[config.mk]
export PLATFORM = sky130hd
export DESIGN_NAME = serial_rx_multidrop
export DESIGN_NICKNAME = d
export VERILOG_FILES = /design/src/rtl/rxm_pkg.sv /design/src/rtl/rxm_sync.sv /design/src/rtl/rxm_frame.sv /design/src/rtl/rxm_fifo.sv /design/src/rtl/serial_rx_multidrop.sv
export SDC_FILE = /design/constraint.sdc
export NUM_CORES = 1
export LEC_CHECK = 0
export ABC_CLOCK_PERIOD_IN_PS = 2900
export BUFFER_PORTS_ARGS = -buffer_cell sky130_fd_sc_hd__buf_2
export CORE_MARGIN = 2
export CORE_UTILIZATION = 45
export DETAILED_ROUTE_END_ITERATION = 12
export GPL_TIMING_DRIVEN = 1
export REMOVE_ABC_BUFFERS = 1
export SLEW_MARGIN = 20
export SYNTH_ARGS = -nofsm -noshare
export SYNTH_HDL_FRONTEND = slang
export SYNTH_SLANG_ARGS = --single-unit
[constraint.sdc]
create_clock -name clk -period 2.9 [get_ports clk]
set_input_delay 0 -clock clk [delete_from_list [all_inputs] [get_ports clk]]
set_output_delay 0 -clock clk [all_outputs]
set_load 0.005 [all_outputs]
[src/rtl/rxm_pkg.sv]
package rxm_pkg;

    typedef enum logic [1:0] {
        ST_IDLE  = 2'd0,
        ST_START = 2'd1,
        ST_DATA  = 2'd2,
        ST_STOP  = 2'd3
    } rx_state_t;

    typedef struct packed {
        logic       ferr;
        logic       ninth;
        logic [7:0] data;
    } rx_entry_t;

    function automatic logic vote3(input logic [2:0] s);
        return (s[0] & s[1]) | (s[0] & s[2]) | (s[1] & s[2]);
    endfunction

endpackage

[src/rtl/rxm_sync.sv]
module rxm_sync #(
    parameter int STAGES = 2
) (
    input  logic clk,
    input  logic rst,
    input  logic d,
    output logic q
);
    logic [STAGES-1:0] chain;

    generate
        if (STAGES == 1) begin : g_one
            always_ff @(posedge clk) begin
                if (rst) chain <= 1'b1;
                else     chain <= d;
            end
        end else begin : g_many
            always_ff @(posedge clk) begin
                if (rst) chain <= '1;
                else     chain <= {chain[STAGES-2:0], d};
            end
        end
    endgenerate

    assign q = chain[STAGES-1];
endmodule

[src/rtl/rxm_frame.sv]
module rxm_frame
    import rxm_pkg::*;
#(
    parameter int OVS = 16
) (
    input  logic      clk,
    input  logic      rst,
    input  logic      en,
    input  logic      tick,
    input  logic      line,
    input  logic      nine,
    output logic      done,
    output rx_entry_t ent,
    output logic      idle
);
    localparam int CW  = $clog2(OVS);
    localparam int MID = OVS / 2;

    rx_state_t     state;
    logic [CW-1:0] cnt;
    logic [1:0]    smp;
    logic [3:0]    idx;
    logic [8:0]    sh;
    logic          nine_l;
    logic          v_now;
    logic          at_vote;
    logic          at_end;

    always_comb begin
        v_now   = vote3({smp, line});
        at_vote = tick && (state != ST_IDLE) && (cnt == CW'(MID + 1));
        at_end  = tick && (state != ST_IDLE) && (cnt == CW'(OVS - 1));
    end

    always_ff @(posedge clk) begin
        if (rst || !en) begin
            state  <= ST_IDLE;
            cnt    <= '0;
            smp    <= '0;
            idx    <= '0;
            sh     <= '0;
            nine_l <= 1'b0;
        end else if (tick) begin
            if (state == ST_IDLE) begin
                if (!line) begin
                    state  <= ST_START;
                    cnt    <= CW'(1);
                    nine_l <= nine;
                    sh     <= '0;
                end
            end else begin
                cnt <= at_end ? '0 : cnt + CW'(1);
                if (cnt == CW'(MID - 1) || cnt == CW'(MID))
                    smp <= {smp[0], line};
                if (at_vote) begin
                    case (state)
                        ST_START: if (v_now) state <= ST_IDLE;
                        ST_DATA:  sh[idx] <= v_now;
                        ST_STOP:  state <= ST_IDLE;
                        default:  ;
                    endcase
                end
                if (at_end) begin
                    if (state == ST_START) begin
                        state <= ST_DATA;
                        idx   <= '0;
                    end else if (state == ST_DATA) begin
                        if (idx == (nine_l ? 4'd8 : 4'd7)) state <= ST_STOP;
                        else                               idx   <= idx + 4'd1;
                    end
                end
            end
        end
    end

    always_comb begin
        done      = at_vote && (state == ST_STOP);
        ent.data  = sh[7:0];
        ent.ninth = nine_l & sh[8];
        ent.ferr  = ~v_now;
        idle      = (state == ST_IDLE);
    end
endmodule

[src/rtl/rxm_fifo.sv]
module rxm_fifo
    import rxm_pkg::*;
#(
    parameter int DEPTH = 2
) (
    input  logic      clk,
    input  logic      rst,
    input  logic      push,
    input  rx_entry_t wdata,
    input  logic      pop,
    output rx_entry_t head,
    output logic      empty,
    output logic      full
);
    localparam int AW = (DEPTH > 1) ? $clog2(DEPTH) : 1;
    localparam int NW = $clog2(DEPTH + 1);

    rx_entry_t     mem [DEPTH];
    logic [AW-1:0] wp;
    logic [AW-1:0] rp;
    logic [NW-1:0] num;

    function automatic logic [AW-1:0] nxt(input logic [AW-1:0] p);
        return (p == AW'(DEPTH - 1)) ? '0 : p + AW'(1);
    endfunction

    always_ff @(posedge clk) begin
        if (rst) begin
            wp  <= '0;
            rp  <= '0;
            num <= '0;
        end else begin
            if (push) begin
                mem[wp] <= wdata;
                wp      <= nxt(wp);
            end
            if (pop) rp <= nxt(rp);
            if (push && !pop)      num <= num + NW'(1);
            else if (pop && !push) num <= num - NW'(1);
        end
    end

    assign empty = (num == '0);
    assign full  = (num == NW'(DEPTH));
    assign head  = mem[rp];
endmodule

[src/rtl/serial_rx_multidrop.sv]
module serial_rx_multidrop
    import rxm_pkg::*;
#(
    parameter int OVS      = 16,
    parameter int DEPTH    = 2,
    parameter int SYNC_STG = 2
) (
    input  logic       clk,
    input  logic       rst,
    input  logic       rx_line,
    input  logic       rx_en,
    input  logic       nine_bit,
    input  logic       addr_mode,
    input  logic       rd_pop,
    input  logic       baud_tick,
    output logic [7:0] rd_data,
    output logic       rd_ninth,
    output logic       rd_avail,
    output logic       rd_ferr,
    output logic       ovr_err,
    output logic       rx_idle
);
    logic      line_s;
    logic      f_done;
    rx_entry_t f_ent;
    rx_entry_t q_head;
    logic      q_empty;
    logic      q_full;
    logic      accept;
    logic      pop_eff;
    logic      push;

    rxm_sync #(.STAGES(SYNC_STG)) u_sync (
        .clk (clk),
        .rst (rst),
        .d   (rx_line),
        .q   (line_s)
    );

    rxm_frame #(.OVS(OVS)) u_frame (
        .clk  (clk),
        .rst  (rst),
        .en   (rx_en && !ovr_err),
        .tick (baud_tick),
        .line (line_s),
        .nine (nine_bit),
        .done (f_done),
        .ent  (f_ent),
        .idle (rx_idle)
    );

    always_comb begin
        accept  = f_done && (!addr_mode || (nine_bit && f_ent.ninth));
        pop_eff = rd_pop && !q_empty;
        push    = accept && (!q_full || pop_eff);
    end

    rxm_fifo #(.DEPTH(DEPTH)) u_fifo (
        .clk   (clk),
        .rst   (rst),
        .push  (push),
        .wdata (f_ent),
        .pop   (pop_eff),
        .head  (q_head),
        .empty (q_empty),
        .full  (q_full)
    );

    always_ff @(posedge clk) begin
        if (rst || !rx_en)                    ovr_err <= 1'b0;
        else if (accept && q_full && !pop_eff) ovr_err <= 1'b1;
    end

    always_comb begin
        rd_avail = !q_empty;
        rd_data  = q_empty ? 8'h00 : q_head.data;
        rd_ninth = !q_empty && q_head.ninth;
        rd_ferr  = !q_empty && q_head.ferr;
    end
endmodule

# Word level (Yosys, flattened, before mapping)
# Memories as Yosys holds them, arrays and structs flattened. A register that Yosys moved wholly into a read port is not among the register bits.
# Cells that the tools add are included.
op_classes:
  n_eq_ne: 11
  n_bitwise: 9
  n_addsub: 6
  n_reduce_logical: 41
  magnitude_cmp: 2
  n_mux: 33
op_table:
  columns: ["cell", "count"]
  rows:
  - ["two-way mux 9 bit", 4]
  - ["two-way mux 4 bit", 7]
  - ["two-way mux 2 bit", 10]
  - ["logical AND 1 bit", 16]
  - ["== test 4 bit (second input constant)", 3]
  - ["nonzero test 2 bit", 5]
  - ["bitwise mux 9 bit", 1]
  - ["adder 4 x 1 -> 4 bit (second input constant)", 2]
  - ["logical NOT 1 bit", 8]
  - ["two-way mux 1 bit", 8]
  - ["two-way mux 8 bit", 1]
  - ["== test 2 bit (second input constant)", 3]
  - ["AND reduction 3 bit", 2]
  - ["logical OR 1 bit", 5]
  - ["less-than comparator 4 x 5 -> 1 bit (second input constant)", 1]
  - ["AND reduction 5 bit", 1]
  - ["AND 1 bit", 4]
  - ["demux 1 bit (select 4 bit)", 1]
  - ["== test 4 x 3 -> 1 bit (second input constant)", 1]
  - ["== test 4 bit", 1]
  - [">= comparator 4 x 1 -> 1 bit (second input constant)", 1]
  - ["logical NOT 2 bit", 2]
  - ["one-hot mux 2 bit (2 select lines)", 1]
  - ["AND reduction 4 bit", 1]
  - ["9 further kinds", 13]
totals:
  mem_count: 1
  out_inout_bits: 13
  regBits: 29
  in_bits: 8
  word_cells: 114
  mem_bits_rw: 20
mem_list:
  columns: ["name", "words", "word_bits", "read_ports", "rd_ports_with_merged_regs", "wr", "line_no", "text"]
  rows:
  - ["u_fifo.mem", 2, 10, 1, 1, 1, "rxm_fifo.sv:18", "rx_entry_t mem [DEPTH];"]

# Logic depth before layout (Yosys ltp)
# Gate-level depths: netlist of run 1.
depth:
  depth_word: 11
  mapped_depth: 11
  depth_no_buf: 10

# Modules after synthesis
# A second synthesis of run 1 with hierarchy kept.
hier_totals:
  cells_unflattened: 250
  hier_area_um2: 2620.0
by_module_without_submodules:
  columns: ["module", "seq_area_each_um2", "n_inst", "area_each_um2", "cells_per_inst"]
  rows:
  - ["rxm_frame", 440.4, 1, 1480.2, 172]
  - ["rxm_fifo", 700.7, 1, 929.6, 53]
  - ["serial_rx_multidrop", 20.0, 1, 157.7, 21]
  - ["rxm_sync", 40.0, 1, 52.6, 4]

# Worst setup path after synthesis of run 1
# OpenSTA, ideal clock, no wires.
synth_timing:
  path_kind: "reg-to-reg"
  start: "register u_frame.state[0]"
  end: "memory u_fifo.mem[1][0] (netlist bit), enable pin"
  stages_incl_launch_ff: 8
  t_required_ns: 2.508
  setup_time_ns: 0.392
  setup_slack_ns: 0.247
  period_less_slack_ns: 2.653
  path_buffers: 1
  t_arrival_ns: 2.261
  cell_sequence: "dfxtp_1 -> inv_1 -> ha_1 -> clkbuf_1 -> nand2b_1 -> nor2_1 -> nand4b_1 -> nor3b_1"
synth_between:
  elab_chain_len: 9
  elab_cells_between_ends: 10
  classes_between: "eq/ne: 1; mux: 3; reduce/logical: 6"
synth_rtl:
  columns: ["item", "line_no", "text"]
  rows:
  - ["from (decl)", "rxm_frame.sv:19", "rx_state_t state;"]
  - ["from (signal assigned)", "rxm_frame.sv:37", "state <= ST_IDLE;"]
  - ["from (signal assigned)", "rxm_frame.sv:46", "state <= ST_START;"]
  - ["from (signal assigned)", "rxm_frame.sv:57", "ST_START: if (v_now) state <= ST_IDLE;"]
  - ["nonzero test 2 bit", "rxm_frame.sv:31", "at_vote = tick && (state != ST_IDLE) && (cnt == CW'(MID + 1));"]
  - ["logical AND 1 bit (2 in series)", "rxm_frame.sv:31", null]
  - ["logical AND 1 bit *", "rxm_frame.sv:77", "done = at_vote && (state == ST_STOP);"]
  - ["logical AND 1 bit *", "serial_rx_multidrop.sv:53", "accept = f_done && (!addr_mode || (nine_bit && f_ent.ninth));"]
  - ["logical AND 1 bit *", "serial_rx_multidrop.sv:55", "push = accept && (!q_full || pop_eff);"]
  - ["two-way mux 1 bit *", "rxm_fifo.sv:33", "if (push) begin"]
  - ["two-way mux 1 bit *", "rxm_fifo.sv:28", "if (rst) begin"]
  - ["two-way mux 1 bit (implied by the code) *", "rxm_fifo.sv:34", "mem[wp] <= wdata;"]
  - ["to (decl)", "rxm_fifo.sv:18", null]
# Every way passes the cells marked *; elsewhere a longest branch is shown, timed or not.

# Worst setup path after layout of run 1
layout_timing:
  start: "register u_frame.state[0]"
  end: "register u_fifo.num[1]"
layout_between:
  elab_chain_len: 9
  elab_cells_between_ends: 12
  classes_between: "eq/ne: 1; mux: 1; reduce/logical: 10"
layout_rtl:
  columns: ["item", "line_no", "text"]
  rows:
  - ["nonzero test 2 bit", "rxm_frame.sv:31", null]
  - ["logical AND 1 bit (2 in series)", "rxm_frame.sv:31", null]
  - ["logical AND 1 bit *", "rxm_frame.sv:77", null]
  - ["logical AND 1 bit *", "serial_rx_multidrop.sv:53", null]
  - ["logical AND 1 bit *", "serial_rx_multidrop.sv:55", null]
  - ["logical NOT 1 bit", "rxm_fifo.sv:39", "else if (pop && !push) num <= num - NW'(1);"]
  - ["logical AND 1 bit", "rxm_fifo.sv:39", null]
  - ["nonzero test 2 bit (no line)", null, null]
  - ["to (signal assigned)", "rxm_fifo.sv:38", "if (push && !pop) num <= num + NW'(1);"]
  - ["to (signal assigned)", "rxm_fifo.sv:39", null]
  - ["to (decl)", "rxm_fifo.sv:21", "logic [NW-1:0] num;"]
# Marked as above.
# A chain may end at the register's enable or synchronous reset.

==> results.md, run 1 <==
- Counting I/O delays and the setup requirement, the final critical path takes 2300 ps.
- For this design the static power due to leakage is 0.000994 uW.
- For this design the ratio of total power to cell area is 445 mW/mm^2.
- In the synthesized netlist the async set-or-reset flop fraction comes to 0.
- Setup violations remaining at the end of the flow were counted as 0.
- The final antenna diode count is 0.
- The total number of vias is 1782.
- The detail route stage leaves a number of antenna-violating nets equal to 0.
- Of the synthesized area, sequential elements account for 0.482.
- TritonCTS created 5 clock buffers.
- The leading area contributor after synthesis is sky130_fd_sc_hd__dfxtp_1.
- The length of the first detailed-routing pass in iterations is 4.
- After clock tree synthesis, the repair step resized 0 gates.
- Counting instances in the post-synthesis netlist gives the leading cell types as 30 x sky130_fd_sc_hd__dfxtp_1, 23 x sky130_fd_sc_hd__nor2_1, 20 x sky130_fd_sc_hd__edfxtp_1, 20 x sky130_fd_sc_hd__nand2_1, 16 x sky130_fd_sc_hd__mux2i_1.
- The part of the power in the clock network is 0.383.
- The fraction of the cycle the final worst path needs is 0.793.
- Clock latency on the worst-skew pair, taken at its later pin, is 300 ps.
- The total area inside the core boundary comes to 0.00544 mm^2.
- The number of sinks on the clock net is 50.
- The number of synthesized register bits is 50.
- The chip width is 78.4 um.
- The Yosys step of the flow raised 0 warnings.
- The setup path with the least slack is of type flip-flop to flip-flop.
- Of the total power, combinational logic draws 0.030.
- The effective utilization at floorplan is 0.458.
- The sequential fraction of design power is 0.587.
- From synthesis to final layout, the design area changed by 12.0%.
- The most frequent cell after synthesis is sky130_fd_sc_hd__dfxtp_1.
- The kind of capture point of the worst setup path is a flip-flop.
- The arrival time at the worst endpoint is 2530 ps.
- The internal power is 999 uW.
- The launch point of the worst hold path is rst.
- The final routed wire length divided by cell count is 13.8 um.
- After the first detailed-routing iteration, the DRC count stood at 74.
- The detailed-route wire length is 4.63 mm.
- The flow ran to the end, and the final reports show no timing, DRC or antenna violations.
- The setup skew after layout is 9.46 ps.
- The switching power total is 241 uW.
- The instance count of the mapped netlist is 239.
- The count of flip-flops with a built-in enable after synthesis is 20.
- The fraction of layout cells with a size suffix above 1 is 0.149.
- The count of buffers added on input and output ports is 20.
- For the pin with the worst max-slew slack, the measured transition is 728 ps.
- The number of nets in the final layout is 282.
- The number of max-slew violations in the final report was 0.
- The initial antenna violation count is 0.
- The count of final hold-check violations is 0.
- Dividing the detail-routed via count by the number of cells gives 5.34.
- Measured along the y axis, the die boundary spans 78.4 um.
- STA classifies the critical path startpoint as a flip-flop.
- The required time of the critical path is 3130 ps.
- The sum of negative setup slack is 0 ps.
- In this run the critical register-to-register path is launched from u_frame.state[0].
- After clock tree synthesis, the clock-pin slew on the worst setup and hold paths is 90 ps.
- After floorplanning, the core was divided into 27 placement rows.
- The total I/O pin count is 21.
- The total die area is 0.00615 mm^2.
- On the final layout, the worst hold slack is 23.5 ps.
- In this run, distinct cell masters in the synthesized netlist total 49.
- The switching part of the total power is 0.195.
- The area share of the leading cell type in the synthesized netlist is 0.241.
- The via count of the first global-routing pass is 1707.
- The min-delay analysis places its worst path in the category input pin to flip-flop.
- Setup repair after global routing left no endpoint under its margin.
- Along the worst path, the maximum fanout reaches 5.
- Entering global routing, the biggest net connects 21 pins.
- The most used flip-flop cell after synthesis is sky130_fd_sc_hd__dfxtp_1.
- Detailed placement ended at an HPWL of 3.30 mm.
- The overall fraction of global-route tracks in use is 0.166.
- The weighted congestion reported at the end of routability-driven placement is 0.829.
- For this run, design rule violations remaining after detail routing come to 0.
- After synthesis the cells add up to 0.00249 mm^2.
- The number of maximum-capacitance constraint violations is 0.
- For this run, the top clock speed supported by timing is 0.435 GHz.
- The first-pass GRT wire length is 8.13 mm.
- The critical path starts at u_frame.state[0].
- The average size of a mapped cell is 10.4 um^2.
- The TritonCTS clock tree is yes.
- Summed over all layers, the global routing overflow is 0.
- The maximum resistive drop on vdd is 0.177 mV.
- The deepest level of the CTS H-tree is 2.
- By area the synthesized netlist is led by sky130_fd_sc_hd__dfxtp_1 24%, sky130_fd_sc_hd__edfxtp_1 24%, sky130_fd_sc_hd__ha_1 6.5%.
- The maximum number of buffers from clock root to sink is 2.
- Headroom to the max-slew limit came out at 0.513.
- The tree is rooted in a sky130_fd_sc_hd__clkbuf_8.
## critical path, cell delays in order (launching register included)
cell	delay [ps]
sky130_fd_sc_hd__dfxtp_1	420
sky130_fd_sc_hd__inv_1	100
sky130_fd_sc_hd__ha_1	230
sky130_fd_sc_hd__nand2b_1	200
sky130_fd_sc_hd__nor2_1	210
sky130_fd_sc_hd__nand4b_1	210
sky130_fd_sc_hd__inv_1	100
sky130_fd_sc_hd__ha_1	250
sky130_fd_sc_hd__or3_1	370
sky130_fd_sc_hd__a21oi_1	130
## what timing repair did
action                                 4_1_cts  5_1_grt
hold buffers                                 3        0
endpoints found under the hold margin        3        0
buffers inserted                             0        0
## sequential cells by signal, summed over array words and instances, names as in the netlist, named ones only
name / cells
ovr_err: 1
u_fifo.mem: 20
u_fifo.num: 2
u_fifo.rp: 1
u_fifo.wp: 1
u_frame.cnt: 4
u_frame.idx: 4
u_frame.nine_l: 1
u_frame.sh: 9
u_frame.smp: 2
u_frame.state: 2
u_sync.chain: 2
## per-stage QoR
stage               power, uW  utilization  cell area (um^2)  std cells  setup WS [ps]
floorplan                 763            -              2430        227            235
global placement          778        0.487              2650        323            733
detailed placement        779        0.487              2650        323            642
CTS                      1260        0.513              2790        334            596
global route             1290        0.513              2790        334            401
finish                   1240        0.513              2790        334            601
## layout make-up
| class | instances | area, um^2 |
|---|---|---|
| flip-flops and latches | 50 | 1200 |
| repair buffers | 27 | 160 |
| multi-input cells | 166 | 1190 |
| fillers | 513 | 2650 |
| clock buffers | 6 | 72.6 |
| clock inverters | 2 | 37.5 |
| well taps | 72 | 90.1 |
| inverters | 11 | 41.3 |
## routing by layer
metal	part of all wire	GRT usage	up-vias
met3	0.023	0.0276	7
met2	0.48	0.287	29
met1	0.48	0.213	832
met4	0.014	0.0526	0
met5	0	0	-
li1	-	-	914
## placed cells by master, fill, tap and decap left out, drive strengths merged, types with 4 or more instances in the layout
cell	n
nand3	8
dfxtp	30
clkbuf	6
nor2	23
nor3b	4
o21ai	5
a21oi	8
a32o	8
edfxtp	20
mux2i	16
a21o	8
ha	13
buf	24
nand3b	5
a31oi	4
inv	11
nand2	20
## path summary, 6_finish.rpt
path	end	slack (ps)	cells after the start
max	u_fifo.num[1]	600	9
min	flip-flop	20	2
max reg2reg	u_fifo.num[1]	600	9
min reg2reg	u_sync.chain[1]	410	1
## power by group through the flow
stage               Clock, uW  Combinational [uW]  Sequential, uW
finish                    475                37.3             728
global route              523                42.3             728
CTS                       493                37.7             728
floorplan                   0                19.3             743
global placement            0                34.1             744
detailed placement          0                34.5             744
## cells by family after synthesis
| family | Yosys count | share of synthesized area |
|---|---|---|
| AND/OR/NAND/NOR | 86 | 0.192 |
| flip-flops | 50 | 0.482 |
| AO/OA/AOI/OAI | 46 | 0.136 |
| buffers and inverters | 23 | 0.0417 |
| multiplexers | 17 | 0.0688 |
| adder cells (fa/ha/maj) | 14 | 0.0693 |
| XOR/XNOR | 3 | 0.0105 |
Power figures use the tool's default switching activity.
==> run 2, diff against run 1 <==
- ABC_CLOCK_PERIOD_IN_PS: 2900 -> 2200
- clock period: 2.9 -> 2.2 ns (I/O delays scaled with it)
==> results.md, run 2 (same netlist as run 1, synthesis figures left out) <==
- The run finished with clean final reports.
- The length of the first detailed-routing pass in iterations was 4 (unchanged).
- The register with the most flip-flops in the final layout is u_fifo.mem.
- The final routed wire length divided by cell count came to 13.6 um (-1.5%).
- The first-pass GRT wire length is 7.99 mm (-1.7%).
- The total design power is 1550 uW (+25%).
- The chip height was 78.4 um (unchanged).
- The startpoint identified for the worst hold timing path is rst.
- The type of the worst min-delay path is input pin to flip-flop.
- The kind of capture point of the worst setup path is a flip-flop.
- The final global-route overflow total came to 0 (unchanged).
- Setup repair after global routing left no endpoint under its margin.
- The total die area is 0.00615 mm^2 (unchanged).
- The largest fanout on the critical path is 4 (-1).
- The arrival time at the worst endpoint came to 2260 ps (-270 ps).
- The instance area at placement came to 0.00270 mm^2 (+2.0%).
- The via count of the first global-routing pass is 1710 (+0.18%).
- The chip width is 78.4 um (unchanged).
- Leaving out fill and tap cells, the most frequent cell in the layout is sky130_fd_sc_hd__dfxtp_1.
- The fmax was 0.494 GHz (+14%).
- The fraction of layout cells with a size suffix above 1 was 0.178 (+0.0296).
- The logic depth of the worst register-to-register path is 9 (unchanged).
- The clock tree root buffer cell is sky130_fd_sc_hd__clkbuf_8.
- The static leakage is 0.00102 uW (+2.2%).
- The flip-flop count of the largest register, all copies and words added came to 20 (unchanged).
- The tightest slew margin relative to the limit is 0.537 (+0.0245).
- The number of sinks on the clock net is 50 (unchanged).
- The maximum number of pins on one net before global-route repair is 21 (unchanged).
- The required time of the critical path is 2430 ps (-700 ps).
- The count of antenna-violating nets left after detailed routing is 0 (unchanged).
- The overall fraction of global-route tracks in use is 0.163 (-0.00283).
- The weighted congestion reported at the end of routability-driven placement is 0.810 (-2.2%).
- The setup skew after layout is 5.09 ps (-4.37 ps).
- The power per standard cell area is 547 mW/mm^2 (+23%).
- The count of input and output buffers was 20 (unchanged).
- The clock transition time at the flip-flop clock pins of the worst setup and hold paths is 90 ps (about the same).
- The setup violation total in the final timing report is 0 (unchanged).
- The maximum number of buffers from clock root to sink is 2 (unchanged).
- The area of the multi-input gates came to 0.00119 mm^2 (+0.21%).
- The fraction of the cycle the final worst path needs was 0.920 (+0.127).
- The kind of start point of the critical path is a flip-flop.
- The post-route cell area is 0.00283 mm^2 (+1.3%).
- The total I/O pin count came to 21 (unchanged).
- The number of cells on the worst hold path is 2 (unchanged).
- The fraction of the core area covered by cells at the end of the flow is 0.520 (+0.00690).
- The half-perimeter wire length after detailed placement is 3.37 mm (+2.2%).
- The smallest hold slack is 25.7 ps (+2.20 ps).
- The number of max-slew violations in the final report is 0 (unchanged).
- The TritonCTS clock tree is yes.
- The clock period minus worst slack came to 2020 ps (-275 ps).
- The register area was 0.00120 mm^2 (unchanged).
- The relative area change from synthesis to final layout is 13.5%.
- The number of fillers in the final layout is 506 (-1.4%).
- The final antenna diode count is 0 (unchanged).
- The effective utilization at floorplan is 0.458 (unchanged).
- The number of maximum-capacitance constraint violations was 0 (unchanged).
- The classification of the worst setup path is flip-flop to flip-flop.
- The number of nets in the final layout was 289 (+2.5%).
- The detailed-route wire length is 4.65 mm (+0.61%).
- The deepest level of the CTS H-tree is 2 (unchanged).
- The start point of the critical path is u_frame.state[0].
- The number of DRC violations after detailed-routing iteration 0 is 63 (-15%).
- The area inside the core boundary was 0.00544 mm^2 (unchanged).
- The remaining design rule violation count was 0 (unchanged).
- The count of final hold-check violations is 0 (unchanged).
- The maximum resistive drop on vdd is 0.233 mV (+32%).
- The number of core rows came to 27 (unchanged).
- The worst register-to-register path begins at u_frame.state[0].
- The transition time at the pin with the least slew margin came to 692 ps (-36.6 ps).
- In the final layout, the registers with the most flip-flops are u_fifo.mem x20, u_frame.sh x9.
- The total number of vias came to 1813 (+1.7%).
- The initial antenna violation count is 0 (unchanged).
- The top cell types in the final layout, fill and taps aside, are 30 x sky130_fd_sc_hd__dfxtp_1, 22 x sky130_fd_sc_hd__nor2_1, 20 x sky130_fd_sc_hd__nand2_1, 20 x sky130_fd_sc_hd__buf_2, 20 x sky130_fd_sc_hd__edfxtp_1.
- The number of buffers created by CTS is 5 (unchanged).
- The detailed-route vias per instance is 5.32 (-0.35%).
- The worst-skew pair later-pin latency came to 300 ps (about the same).
[run 2: changes by cell type in the layout (fill, tap and decap cells not counted)]
cell                         before  now
sky130_fd_sc_hd__buf_4            4   11
sky130_fd_sc_hd__bufinv_16        1    0
sky130_fd_sc_hd__clkbuf_1         1    0
sky130_fd_sc_hd__clkinvlp_4       1    2
sky130_fd_sc_hd__inv_6            0    1
sky130_fd_sc_hd__nor2_1          23   22
sky130_fd_sc_hd__nor2_2           0    1
[run 2: through the flow]
stage	setup WS [ps]	std cells	TNS (ps)
detailed placement	132	330	0
CTS	102	341	0
floorplan	-465	227	-8460
global placement	205	330	0
finish	176	341	0
global route	8.13	341	0
[run 2: worst max-delay path, cell delays in order, from the launching register on]
cell and delay [ps]:
sky130_fd_sc_hd__dfxtp_1 340, sky130_fd_sc_hd__inv_1 70, sky130_fd_sc_hd__ha_1 200, sky130_fd_sc_hd__nand2b_1 180, sky130_fd_sc_hd__nor2_2 140, sky130_fd_sc_hd__nand4b_1 190, sky130_fd_sc_hd__inv_1 90, sky130_fd_sc_hd__ha_1 250
sky130_fd_sc_hd__or3_1 370, sky130_fd_sc_hd__a21oi_1 140
[run 2: worst paths after layout]
path / to / slack [ps]
worst max-delay path: u_fifo.num[1] / 180
worst min-delay path: flip-flop / 30
worst max register to register: u_fifo.num[1] / 180
worst min register to register: u_sync.chain[1] / 420
[run 2: area by class of cell]
| cell class | count | share of cell area |
|---|---|---|
| Sequential cell | 50 | 0.425 |
| Multi-Input combinational cell | 166 | 0.421 |
| Timing Repair Buffer | 34 | 0.0753 |
| Tap cell | 72 | 0.0319 |
| Clock buffer | 5 | 0.0243 |
| Inverter | 11 | 0.0146 |
| Clock inverter | 3 | 0.00841 |
[run 2: report_power, final]
| part | internal [uW] | switching [uW] | leakage (uW) |
|---|---|---|---|
| Sequential | 957 | 2.26 | 0.000420 |
| Combinational | 21.7 | 29.5 | 0.000554 |
| Clock | 228 | 309 | 0.0000408 |
[run 2: metal layers]
layer  GRT usage  vias to the layer above  routed length [um]
met2       0.261                       29                2130
met5           0                        -                   0
met1       0.226                      847                2340
li1            -                      931                   -
met4      0.0544                        0                  67
met3      0.0276                        6                 114
[run 2: timing repair]
action                                 4_1_cts  5_1_grt
resized for setup                            0        1
hold buffers                                 3        0
buffers inserted                             0        0
setup endpoints to repair                    0        1
endpoints found under the hold margin        3        0
==> run 3, diff against run 2 <==
- CORE_MARGIN: 2 -> default
- PLACE_DENSITY: default -> 0.74
==> results.md, run 3 (same netlist as run 1, synthesis figures left out) <==
- The flow ran to the end, and the final reports show no timing, DRC or antenna violations.
- The clock transition time at the flip-flop clock pins of the worst setup and hold paths was 90 ps (about the same).
- The register-to-register setup slack came to 140 ps (-40 ps).
- The clock tree root buffer cell is sky130_fd_sc_hd__clkbuf_8.
- The fraction of the cycle the final worst path needs is 0.938 (+0.0176).
- The weighted congestion reported at the end of routability-driven placement is 0.889 (+9.7%).
- The maximum resistive drop on vdd is 0.229 mV (-1.9%).
- The maximum number of pins on one net before global-route repair is 21 (unchanged).
- The static leakage is 0.00102 uW (+0.80%).
- The tightest slew margin relative to the limit was 0.536 (-0.00102).
- The number of max-slew violations in the final report is 0 (unchanged).
- The chip height is 76.4 um (-2.6%).
- The setup violation total in the final timing report is 0 (unchanged).
- The final antenna diode count is 0 (unchanged).
- The remaining design rule violation count came to 0 (unchanged).
- The classification of the worst setup path is flip-flop to flip-flop.
- The overall fraction of global-route tracks in use is 0.176 (+0.0124).
- The length of the first detailed-routing pass in iterations is 4 (unchanged).
- In the layout the commonest cells are 30 x sky130_fd_sc_hd__dfxtp_1, 22 x sky130_fd_sc_hd__nor2_1, 20 x sky130_fd_sc_hd__nand2_1, 20 x sky130_fd_sc_hd__buf_2, 20 x sky130_fd_sc_hd__edfxtp_1.
- The deepest level of the CTS H-tree came to 2 (unchanged).
- The fraction of the core area covered by cells at the end of the flow was 0.542 (+0.0224).
- The first-pass GRT wire length is 8.19 mm (+2.5%).
- The count of placed standard cells in the final layout, fillers left out is 338 (-0.88%).
- The total die area is 0.00584 mm^2 (-5.0%).
- The fmax was 0.485 GHz (-1.9%).
- Setup repair after global routing left no endpoint under its margin.
- The largest fanout on the critical path is 4 (unchanged).
- The number of buffers inserted by post-CTS setup repair is 0 (unchanged).
- The relative area change from synthesis to final layout is 13.3%.
- The clock period minus worst slack was 2060 ps (+38.7 ps).
- The register name with the most flops is u_fifo.mem.
- The largest registers in the layout are u_fifo.mem x20, u_frame.sh x9.
- Leaving out fill and tap cells, the most frequent cell in the layout is sky130_fd_sc_hd__dfxtp_1.
- The chip width is 76.4 um (-2.6%).
- The count of input and output buffers came to 20 (unchanged).
- The arrival time at the worst endpoint is 2300 ps (+40 ps).
- TritonCTS built the clock tree.
- The total I/O pin count was 21 (unchanged).
- The transition time at the pin with the least slew margin is 693 ps (+1.52 ps).
- The number of buffers created by CTS is 5 (unchanged).
- The half-perimeter wire length after detailed placement is 3.34 mm (-1.1%).
- The detailed-route wire length is 4.74 mm (+1.9%).
- The number of core rows is 26 (-3.7%).
- The power per standard cell area came to 547 mW/mm^2 (-0.12%).
- The area of the multi-input gates is 0.00120 mm^2 (+0.63%).
- The setup skew after layout is 6.60 ps (+1.51 ps).
- The register area is 0.00120 mm^2 (unchanged).
- The final global-route overflow total is 0 (unchanged).
- The area inside the core boundary is 0.00520 mm^2 (-4.3%).
- The final routed wire length divided by cell count is 14.0 um (+2.8%).
- The via count of the first global-routing pass was 1815 (+6.1%).
- The effective utilization at floorplan came to 0.479 (+0.0206).
- The count of final hold-check violations was 0 (unchanged).
- The number of nets in the final layout is 288 (-0.35%).
- The number of placed instances, taps included is 327 (-0.91%).
- The worst setup path is launched from a flip-flop.
- The number of maximum-capacitance constraint violations is 0 (unchanged).
- The flip-flop count of the largest register, all copies and words added was 20 (unchanged).
- The detailed-route vias per instance is 5.50 (+3.4%).
- The worst setup path is captured at a flip-flop.
- The required time of the critical path is 2440 ps (about the same).
- The initial antenna violation count is 0 (unchanged).
- The count of antenna-violating nets left after detailed routing is 0 (unchanged).
- The number of DRC violations after detailed-routing iteration 0 is 101 (+60%).
- The number of sinks on the clock net was 50 (unchanged).
- The fraction of layout cells with a size suffix above 1 is 0.179 (+0.000666).
- The maximum number of buffers from clock root to sink is 2 (unchanged).
- The total number of vias was 1859 (+2.5%).
- The number of fillers in the final layout is 466 (-7.9%).
- The worst-skew pair later-pin latency is 300 ps (about the same).
- The type of the worst min-delay path is input pin to flip-flop.
==> run 3: changes by cell type in the layout (fill, tap and decap cells not counted), sizes merged <==
cell,before,now
clkinv,0,2
buf,31,30
clkinvlp,2,1
inv,12,11
==> run 3: layer usage <==
metal | global-route usage | up-vias | wire, um
li1 | - | 928 | -
met2 | 0.306 | 38 | 2320
met1 | 0.208 | 886 | 2160
met5 | 0 | - | 0
met4 | 0.0692 | 0 | 66
met3 | 0.0407 | 7 | 199
==> run 3: worst max-delay path, stage by stage, from the launching register on <==
cell	delay, ps
sky130_fd_sc_hd__dfxtp_1	340
sky130_fd_sc_hd__inv_1	80
sky130_fd_sc_hd__ha_1	240
sky130_fd_sc_hd__nand2b_4	160
sky130_fd_sc_hd__nor2_2	130
sky130_fd_sc_hd__nand4b_1	190
sky130_fd_sc_hd__inv_1	90
sky130_fd_sc_hd__ha_1	250
sky130_fd_sc_hd__or3_1	370
sky130_fd_sc_hd__a21oi_1	140
==> run 3: timing repair <==
action                                  in CTS  in global routing
hold buffers                                 3                  0
endpoints found under the hold margin        3                  0
gates resized for setup                      0                  2
endpoints found under the setup margin       0                  1
==> run 3: final cells by class <==
class	instances	area share
clock inverters	3	0.00754
clock buffers	5	0.0244
repair buffers	33	0.0727
well taps	70	0.0310
inverters	11	0.0146
flip-flops and latches	50	0.426
multi-input cells	166	0.424
==> run 3: metrics by stage <==
step           cell area (um^2)  TNS, ps  power [uW]  setup slack, ps  hold slack [ps]
2_1_floorplan              2430    -8460        1010             -465             69.1
3_3_place_gp               2690        0        1030              214              184
3_5_place_dp               2690        0        1030              138              187
4_1_cts                    2810        0        1550              104             16.2
5_1_grt                    2820        0        1600             7.17             33.5
6_report                   2820        0        1540              137             19.0
==> run 3: worst paths after layout <==
check / from / end / cells past startpoint
worst min register to register: u_sync.chain[0] / u_sync.chain[1] / 1
worst max-delay path: u_frame.state[0] / u_fifo.num[1] / 9
worst min-delay path: rst / flip-flop / 2
worst max register to register: u_frame.state[0] / u_fifo.num[1] / 9
==> run 3: where the power goes <==
part           internal (uW)  switching [uW]
registers                957            2.24
logic                   22.0            30.6
clock network            224             307
